[config.mk]
export PLATFORM = sky130hd
export DESIGN_NAME = ofs_loader
export DESIGN_NICKNAME = d
export VERILOG_FILES = /design/src/rtl/ofs_pkg.sv /design/src/rtl/ofs_ser_seq.sv /design/src/rtl/ofs_ptr.sv /design/src/rtl/ofs_bank.sv /design/src/rtl/ofs_loader.sv
export SDC_FILE = /design/constraint.sdc
export NUM_CORES = 1
export LEC_CHECK = 0
export ABC_CLOCK_PERIOD_IN_PS = 3000
export BUFFER_PORTS_ARGS = -buffer_cell sky130_fd_sc_hd__clkbuf_2
export CELL_PAD_IN_SITES_DETAIL_PLACEMENT = 2
export CELL_PAD_IN_SITES_GLOBAL_PLACEMENT = 2
export CORE_UTILIZATION = 31
export DETAILED_ROUTE_END_ITERATION = 12
export GPL_TIMING_DRIVEN = 0
export PLACE_DENSITY_LB_ADDON = 0.1
export SLEW_MARGIN = 20
export SYNTH_ARGS = -nofsm -noshare
export SYNTH_HDL_FRONTEND = slang
export SYNTH_SLANG_ARGS = --single-unit
[constraint.sdc]
create_clock -name clk -period 3 [get_ports clk]
set_input_delay 0.9 -clock clk [delete_from_list [all_inputs] [get_ports clk]]
set_output_delay 0.9 -clock clk [all_outputs]
set_load 0.01 [all_outputs]
[src/rtl/ofs_pkg.sv]
package ofs_pkg;

  typedef enum logic {
    SEL_EMPTY = 1'b0,
    SEL_FULL  = 1'b1
  } ofs_sel_e;

  // next position of a serial counter that walks 0 .. total-1 and wraps
  function automatic int unsigned ser_next(input int unsigned cnt, input int unsigned total);
    if (cnt + 1 >= total) return 0;
    return cnt + 1;
  endfunction

  // which register a serial position belongs to
  function automatic ofs_sel_e ser_target(input int unsigned cnt, input int unsigned width);
    return (cnt >= width) ? SEL_FULL : SEL_EMPTY;
  endfunction

  // bit position inside the targeted register
  function automatic int unsigned ser_bit(input int unsigned cnt, input int unsigned width);
    return (cnt >= width) ? cnt - width : cnt;
  endfunction

endpackage

[src/rtl/ofs_ser_seq.sv]
module ofs_ser_seq
  import ofs_pkg::*;
#(
  parameter int W = 15
) (
  input  logic                          clk,
  input  logic                          rst_n,
  input  logic                          shift,
  output logic [$clog2(2*W)-1:0]        cnt,
  output ofs_sel_e                      tgt,
  output logic [$clog2(W)-1:0]          idx
);

  localparam int TOTAL = 2 * W;
  localparam int CW    = $clog2(TOTAL);
  localparam int IW    = $clog2(W);

  always_ff @(posedge clk) begin
    if (!rst_n) begin
      cnt <= '0;
    end else if (shift) begin
      cnt <= CW'(ser_next(int'(cnt), TOTAL));
    end
  end

  always_comb begin
    tgt = ser_target(int'(cnt), W);
    idx = IW'(ser_bit(int'(cnt), W));
  end

endmodule

[src/rtl/ofs_ptr.sv]
module ofs_ptr
  import ofs_pkg::*;
(
  input  logic     clk,
  input  logic     rst_n,
  input  logic     adv,
  output ofs_sel_e sel
);

  always_ff @(posedge clk) begin
    if (!rst_n) begin
      sel <= SEL_EMPTY;
    end else if (adv) begin
      sel <= (sel == SEL_EMPTY) ? SEL_FULL : SEL_EMPTY;
    end
  end

endmodule

[src/rtl/ofs_bank.sv]
module ofs_bank
  import ofs_pkg::*;
#(
  parameter int           W         = 15,
  parameter logic [W-1:0] EMPTY_RST = W'(127),
  parameter logic [W-1:0] FULL_RST  = W'(127)
) (
  input  logic                 clk,
  input  logic                 rst_n,
  input  logic                 ser_shift,
  input  ofs_sel_e             ser_tgt,
  input  logic [$clog2(W)-1:0] ser_idx,
  input  logic                 ser_bit,
  input  logic                 par_wr,
  input  ofs_sel_e             par_tgt,
  input  logic [W-1:0]         par_data,
  output logic [W-1:0]         empty_q,
  output logic [W-1:0]         full_q
);

  // one register per target, built from the same template
  for (genvar g = 0; g < 2; g++) begin : g_reg
    localparam ofs_sel_e     ME  = (g == 0) ? SEL_EMPTY : SEL_FULL;
    localparam logic [W-1:0] RST = (g == 0) ? EMPTY_RST : FULL_RST;
    logic [W-1:0] q;

    always_ff @(posedge clk) begin
      if (!rst_n) begin
        q <= RST;
      end else if (ser_shift && ser_tgt == ME) begin
        q[ser_idx] <= ser_bit;
      end else if (par_wr && par_tgt == ME) begin
        q <= par_data;
      end
    end
  end

  assign empty_q = g_reg[0].q;
  assign full_q  = g_reg[1].q;

endmodule

[src/rtl/ofs_loader.sv]
module ofs_loader
  import ofs_pkg::*;
#(
  parameter int           W         = 15,
  parameter int           DW        = 16,
  parameter logic [W-1:0] EMPTY_RST = W'(127),
  parameter logic [W-1:0] FULL_RST  = W'(127)
) (
  input  logic          clk,
  input  logic          rst_n,
  input  logic          cfg_sel,
  input  logic          ser_en,
  input  logic          ser_din,
  input  logic          wr_en,
  input  logic          rd_en,
  input  logic [DW-1:0] wr_data,
  output logic [W-1:0]  empty_ofs,
  output logic [W-1:0]  full_ofs,
  output logic [DW-1:0] rd_data
);

  localparam int CW = $clog2(2 * W);
  localparam int IW = $clog2(W);

  function automatic logic [DW-1:0] widen(input logic [W-1:0] v);
    logic [DW-1:0] t;
    t = '0;
    t[W-1:0] = v;
    return t;
  endfunction

  // named access events
  logic ser_shift;
  logic par_wr;
  logic par_rd;

  assign ser_shift = cfg_sel & ser_en;
  assign par_wr    = cfg_sel & wr_en & ~ser_en;
  assign par_rd    = cfg_sel & rd_en;

  logic [CW-1:0] ser_cnt;
  ofs_sel_e      ser_tgt;
  logic [IW-1:0] ser_idx;
  ofs_sel_e      wr_sel;
  ofs_sel_e      rd_sel;

  ofs_ser_seq #(.W(W)) u_ser (
    .clk   (clk),
    .rst_n (rst_n),
    .shift (ser_shift),
    .cnt   (ser_cnt),
    .tgt   (ser_tgt),
    .idx   (ser_idx)
  );

  ofs_ptr u_wptr (
    .clk   (clk),
    .rst_n (rst_n),
    .adv   (par_wr),
    .sel   (wr_sel)
  );

  ofs_ptr u_rptr (
    .clk   (clk),
    .rst_n (rst_n),
    .adv   (par_rd),
    .sel   (rd_sel)
  );

  ofs_bank #(
    .W         (W),
    .EMPTY_RST (EMPTY_RST),
    .FULL_RST  (FULL_RST)
  ) u_bank (
    .clk       (clk),
    .rst_n     (rst_n),
    .ser_shift (ser_shift),
    .ser_tgt   (ser_tgt),
    .ser_idx   (ser_idx),
    .ser_bit   (ser_din),
    .par_wr    (par_wr),
    .par_tgt   (wr_sel),
    .par_data  (wr_data[W-1:0]),
    .empty_q   (empty_ofs),
    .full_q    (full_ofs)
  );

  always_ff @(posedge clk) begin
    if (!rst_n) begin
      rd_data <= '0;
    end else if (par_rd) begin
      rd_data <= widen((rd_sel == SEL_EMPTY) ? empty_ofs : full_ofs);
    end
  end

endmodule

# Word level (Yosys, flattened, before mapping)
# Index checks and enable logic that the tools add are counted.
[totals]
reg_bits = 52
inputBits = 23
output_inout_bits = 46
elab_cells = 43
[classes]
addsub = 2
magnitude_cmp = 4
n_mux = 17
n_bitwise = 7
reduce_logical = 7
[op_table]
columns = ["op", "count"]
rows = [
  ["$mux W15", 5],
  ["$bwmux W15", 2],
  ["$mux W1", 7],
  ["$add A5 B1 Y6 const B", 1],
  ["$ge A6 B5 Y1 const B", 1],
  ["$ge A5 B4 Y1 const B", 1],
  ["$logic_and A1 B1 Y1", 5],
  ["$lt A4 B5 Y1 const B", 1],
  ["$mux W5", 1],
  ["$and A1 B1 Y1", 4],
  ["$demux W1 S4", 1],
  ["$ge A4 B1 Y1 const B", 1],
  ["$mux W4", 1],
  ["$reduce_bool A2 Y1", 2],
  ["$sub A4 B4 Y4 const B", 1],
  ["$not A1 Y1", 3],
]

# Longest topological paths before layout
[logic_depth]
ltp_word = 8
ltp_mapped = 10

# By module
# A second synthesis with hierarchy kept.
[unflattened]
cells_unflattened = 326
hier_area_um2 = 3133.0
[modules_own_cells]
columns = ["mod", "n_inst", "cells_each", "area_per_inst_um2", "seq_area_each_um2"]
rows = [
  ["ofs_bank", 1, 202, 1918.1, 600.6],
  ["ofs_loader", 1, 75, 804.5, 300.3],
  ["ofs_ser_seq", 1, 43, 340.3, 100.1],
  ["ofs_ptr", 2, 3, 35.0, 20.0],
]

# Least setup slack after synthesis
# Ideal clock, no wire load.
[synth_timing]
kind = "register to register"
startpoint = "register u_ser.cnt[0]"
endpoint = "register u_bank.g_reg[0].q[8], in the netlist u_bank.empty_q[8]"
setup_time_ns = 0.070
arrival_time_ns = 2.382
slack_ns = 0.548
path_stages_with_launch = 10
path_buffers = 2
period_less_slack_ns = 2.452
cell_sequence = "dfxtp_1 -> ha_1 -> buf_2 -> and3_1 -> ha_1 -> or2_1 -> buf_2 -> or4_4 -> or3_1 -> a21oi_1"
[synth_between]
elab_chain_len = 8
word_cells_on_any_way = 14
classes_between = "add/sub (1); order compare (3); mux (6); bitwise (1); reduce/logical (3)"
[synth_lines]
columns = ["element", "line", "text"]
rows = [
  ["start: declaration", "ofs_ser_seq.sv:9", "output logic [$clog2(2*W)-1:0] cnt,"],
  ["start signal: assignment", "ofs_ser_seq.sv:22", "cnt <= CW'(ser_next(int'(cnt), TOTAL));"],
  ["$sub A4 B4 Y4 or $ge A5 B4 Y1 (tied branches)", "ofs_pkg.sv:21, ofs_pkg.sv:16", ""],
  ["$mux W4", "ofs_pkg.sv:21", "return (cnt >= width) ? cnt - width : cnt;"],
  ["$lt A4 B5 Y1 (implied by the code) or $ge A4 B1 Y1 (tied branches)", "ofs_bank.sv:31", "q[ser_idx] <= ser_bit;"],
  ["$logic_and A1 B1 Y1 (implied by the code)", "ofs_bank.sv:31", ""],
  ["$mux W1 (implied by the code)", "ofs_bank.sv:31", ""],
  ["$demux W1 S4", "--", ""],
  ["$bwmux W15", "ofs_bank.sv:31", ""],
  ["$mux W15", "ofs_bank.sv:30", "end else if (ser_shift && ser_tgt == ME) begin"],
  ["end signal: indexed assignment", "ofs_bank.sv:31", ""],
  ["end signal: assignment", "ofs_bank.sv:33", "q <= par_data;"],
  ["end: declaration", "ofs_bank.sv:25", "logic [W-1:0] q;"],
]
# Several ways; a longest one is shown, not always the timed one.
# A chain may end at the register's enable or synchronous reset.

# Final worst setup path
[layout_timing]
startpoint = "register u_ser.cnt[1]"
endpoint = "register u_ser.cnt[2]"
[layout_between]
elab_chain_len = 6
[layout_lines]
columns = ["element", "line", "text"]
rows = [
  ["$add A5 B1 Y6 *", "ofs_pkg.sv:10", "if (cnt + 1 >= total) return 0;"],
  ["$ge A6 B5 Y1", "ofs_pkg.sv:10", ""],
  ["$mux W1", "ofs_pkg.sv:10", ""],
  ["$mux W1", "ofs_ser_seq.sv:21", "end else if (shift) begin"],
  ["$mux W1", "ofs_ser_seq.sv:19", "if (!rst_n) begin"],
  ["$mux W5 *", "ofs_pkg.sv:11", "return cnt + 1;"],
]
# Every way passes the cells marked *; elsewhere a longest branch is shown, timed or not. The select of a mux whose other input is x is not followed.

==> out/results.ini <==
[logic_synthesis]
syn_inst=348
synth_top_cell_area_share=0.358
synth_top_family_by_area=compound AO/OA/AOI/OAI gates
synth_compound_area_frac=0.319
synth_fa_ha_area_frac=0.0129
ys_ff_latch=52
ys.flop_type=dfxtp_1
syn_area_per_cell_um2=8.35
muxShareOfSynthArea=0.0585
yosysMostFrequentCell=dfxtp_1
synthArstFlopShare=0
yosys.area_share.simple=0.186
synth_common_cells=52 x dfxtp_1, 32 x o21ai_0, 29 x nand2_1, 20 x clkbuf_1, 19 x a211oi_1
yosys_warnings=0
ys_types=49
yosys.area_share.xor_xnor=0.00301
netlist_area_mm2=0.00291
synth_edf_count=0
syn_nets=374
ys_seq_area_frac=0.358
synth_top_area_cell=dfxtp_1
synth_area_leaders=dfxtp_1 36%, mux2i_1 5.9%, o211a_1 5.5%

[floorplanning]
floorplan.die.width_um=98.8
ios=69
core_area_mm2=0.00889
start_util=0.327
die_h_um=98.8
die_area_mm2=0.00977
num_rows=34

[sta]
fmax_mhz=360
fin_skew_ns=0.0109
min_period_ns=2.78
final-hold-violation-count=0
maxSlewViolCount=0
worst_slew_pin_slew_ns=0.772
tns_ns=0
whs_ns=0.507
finalSetupViolations=0
rsz0062_at_grt=no
max-slew-margin-rel=0.486
timing.final.crit_share=0.927

[clock_tree]
cts-htree-levels=2
cts_made_buffers=5
path_clk_slew_ns=0.11
cts_tree=built
cts_buffer_depth=2
clock_sinks=52
cts-root-buf=clkbuf_8
clock_latency_ns=0.31
hold_buffers=0

[place]
gp_congestion=0.919
place.detailed.hpwl_um=8750
io_buffers=65

[setup_path]
end_kind=flip-flop
critPathKind=flip-flop to flip-flop
crit_required_ns=3.19
crit_slowest_cell=a2111oi_4
cp_slowest_stage_delay_ns=0.50
crit_path_max_fanout=10
startpoint_type=flip-flop
worstPathArrival_ns=2.97
crit_path_cell_trace=buf_2 -> inv_1 -> ha_1 -> clkbuf_1 -> a2111oi_4 -> a21oi_1 -> and4_1 -> a311o_1

[grt]
grt_pass1_wl_um=18100
grt_max_degree=17
grt_pass1_vias=3168
grt.overflow.total=0
antenna_found_initial=0
grt_usage=0.243

[finish]
diodes=0
area_delta_synth_final_pct=22.5
final_net_count=448
drive_above_1_share=0.236

[drt]
wl_um=11700
vias_per_cell=5.86
ant_nets=0
firstDrtPassIters=4
vias=3110
drcViolationCount=0
wl_per_cell_um=22.1
drtIter0Drc=142

[run_status]
status=finished clean

[power]
total_power_uw=1500
ir_worst_vdd_mv=0.167
power.density_mw_per_mm2=423
p_leak_uw=0.00151

[run]
drv_cap=0

[min_path]
worstHoldPathType=flip-flop to flip-flop

layer usage:
metal / up-vias / wire (um) / GRT usage / share of wire
met5: - / 0 / 0 / 0
met4: 0 / 344 / 0.0873 / 0.029
met3: 21 / 357 / 0.0340 / 0.030
met2: 65 / 5470 / 0.402 / 0.47
met1: 1556 / 5540 / 0.324 / 0.47
li1: 1468 / - / - / -
worst max-delay path: cells and delay by family (launching register included):
family,cells,cell delay (ns)
buffers and inverters,3,0.69
and+or+nand+nor,1,0.24
adders and majority gates,1,0.30
DFF,1,0.43
AOI/OAI and AO/OA,3,1.01
layout make-up:
type                            count  area (um2)
Timing Repair Buffer               67         340
Clock inverter                      2        38.8
Clock buffer                        6        82.6
Sequential cell                    52        1040
Multi-Input combinational cell    253        1740
Inverter                           11        41.3
Buffer                             32         136
Fill cell                        1027        5330
Tap cell                          108         135
repair_timing:
item                       CTS  global route
gates resized for setup      1            13
pin swaps                    0             3
setup buffers                0             2
setup endpoints to repair   12            19
through the flow:
stage | util | instance area [um2] | instances | setup slack [ns]
detailed placement | 0.379 | 3370 | 521 | -0.129
CTS | 0.393 | 3500 | 529 | -0.104
global route | 0.400 | 3560 | 531 | 0.0109
global placement | 0.379 | 3370 | 521 | -0.0363
floorplan | - | 2910 | 348 | 0.548
finish | 0.400 | 3560 | 531 | 0.219
where the power goes:
group | internal (uW) | switching (uW) | total [uW]
combinational | 86.4 | 144 | 231
sequential | 721 | 21.1 | 742
clock | 274 | 258 | 532
worst paths after layout:
kind	from	end	slack [ns]	depth (start not counted)
max	u_ser.cnt[1]	u_ser.cnt[2]	0.22	8
min	rd_data[2]	rd_data[2]	0.51	1
max reg2reg	u_ser.cnt[1]	u_ser.cnt[2]	0.22	8
min reg2reg	rd_data[2]	rd_data[2]	0.51	1
placed cells by master (no fill, tap or decap), types with 2 or more instances in the layout:
master and n:
o2111ai_1 3, nand2b_1 2, nand3b_1 2, nor2_1 9
or4_1 3, or3_1 7, nand3_1 15, nand4_1 5
nor3_2 4, a211oi_1 19, nor4_2 2, o22ai_1 5
nor3_1 3, buf_4 3, mux2i_1 17, and3_1 5
nor4_1 4, clkbuf_8 6, nand2_1 29, ha_1 3
o211ai_1 10, dfxtp_1 52, a21oi_1 12, clkbuf_1 18
a32o_1 3, a21boi_0 10, clkbuf_2 68, a311o_1 3
buf_2 7, nor2b_1 2, o32ai_1 2, buf_1 3
o211a_1 16, and2_1 6, inv_1 11, o21ai_0 31
state kept, by name (all words and copies together), names as in the netlist:
register	flops
u_wptr.sel	1
u_bank.full_q	15
u_rptr.sel	1
rd_data	15
u_bank.empty_q	15
u_ser.cnt	5
cells by family after synthesis:
family	count (synthesis)
adders and majority gates	3
muxes	17
and+or+nand+nor	104
AOI/OAI and AO/OA	127
DFF	52
xor gates and xnor gates	1
buffers and inverters	43
other	1
Note: power is estimated with default switching activity, not from simulation.
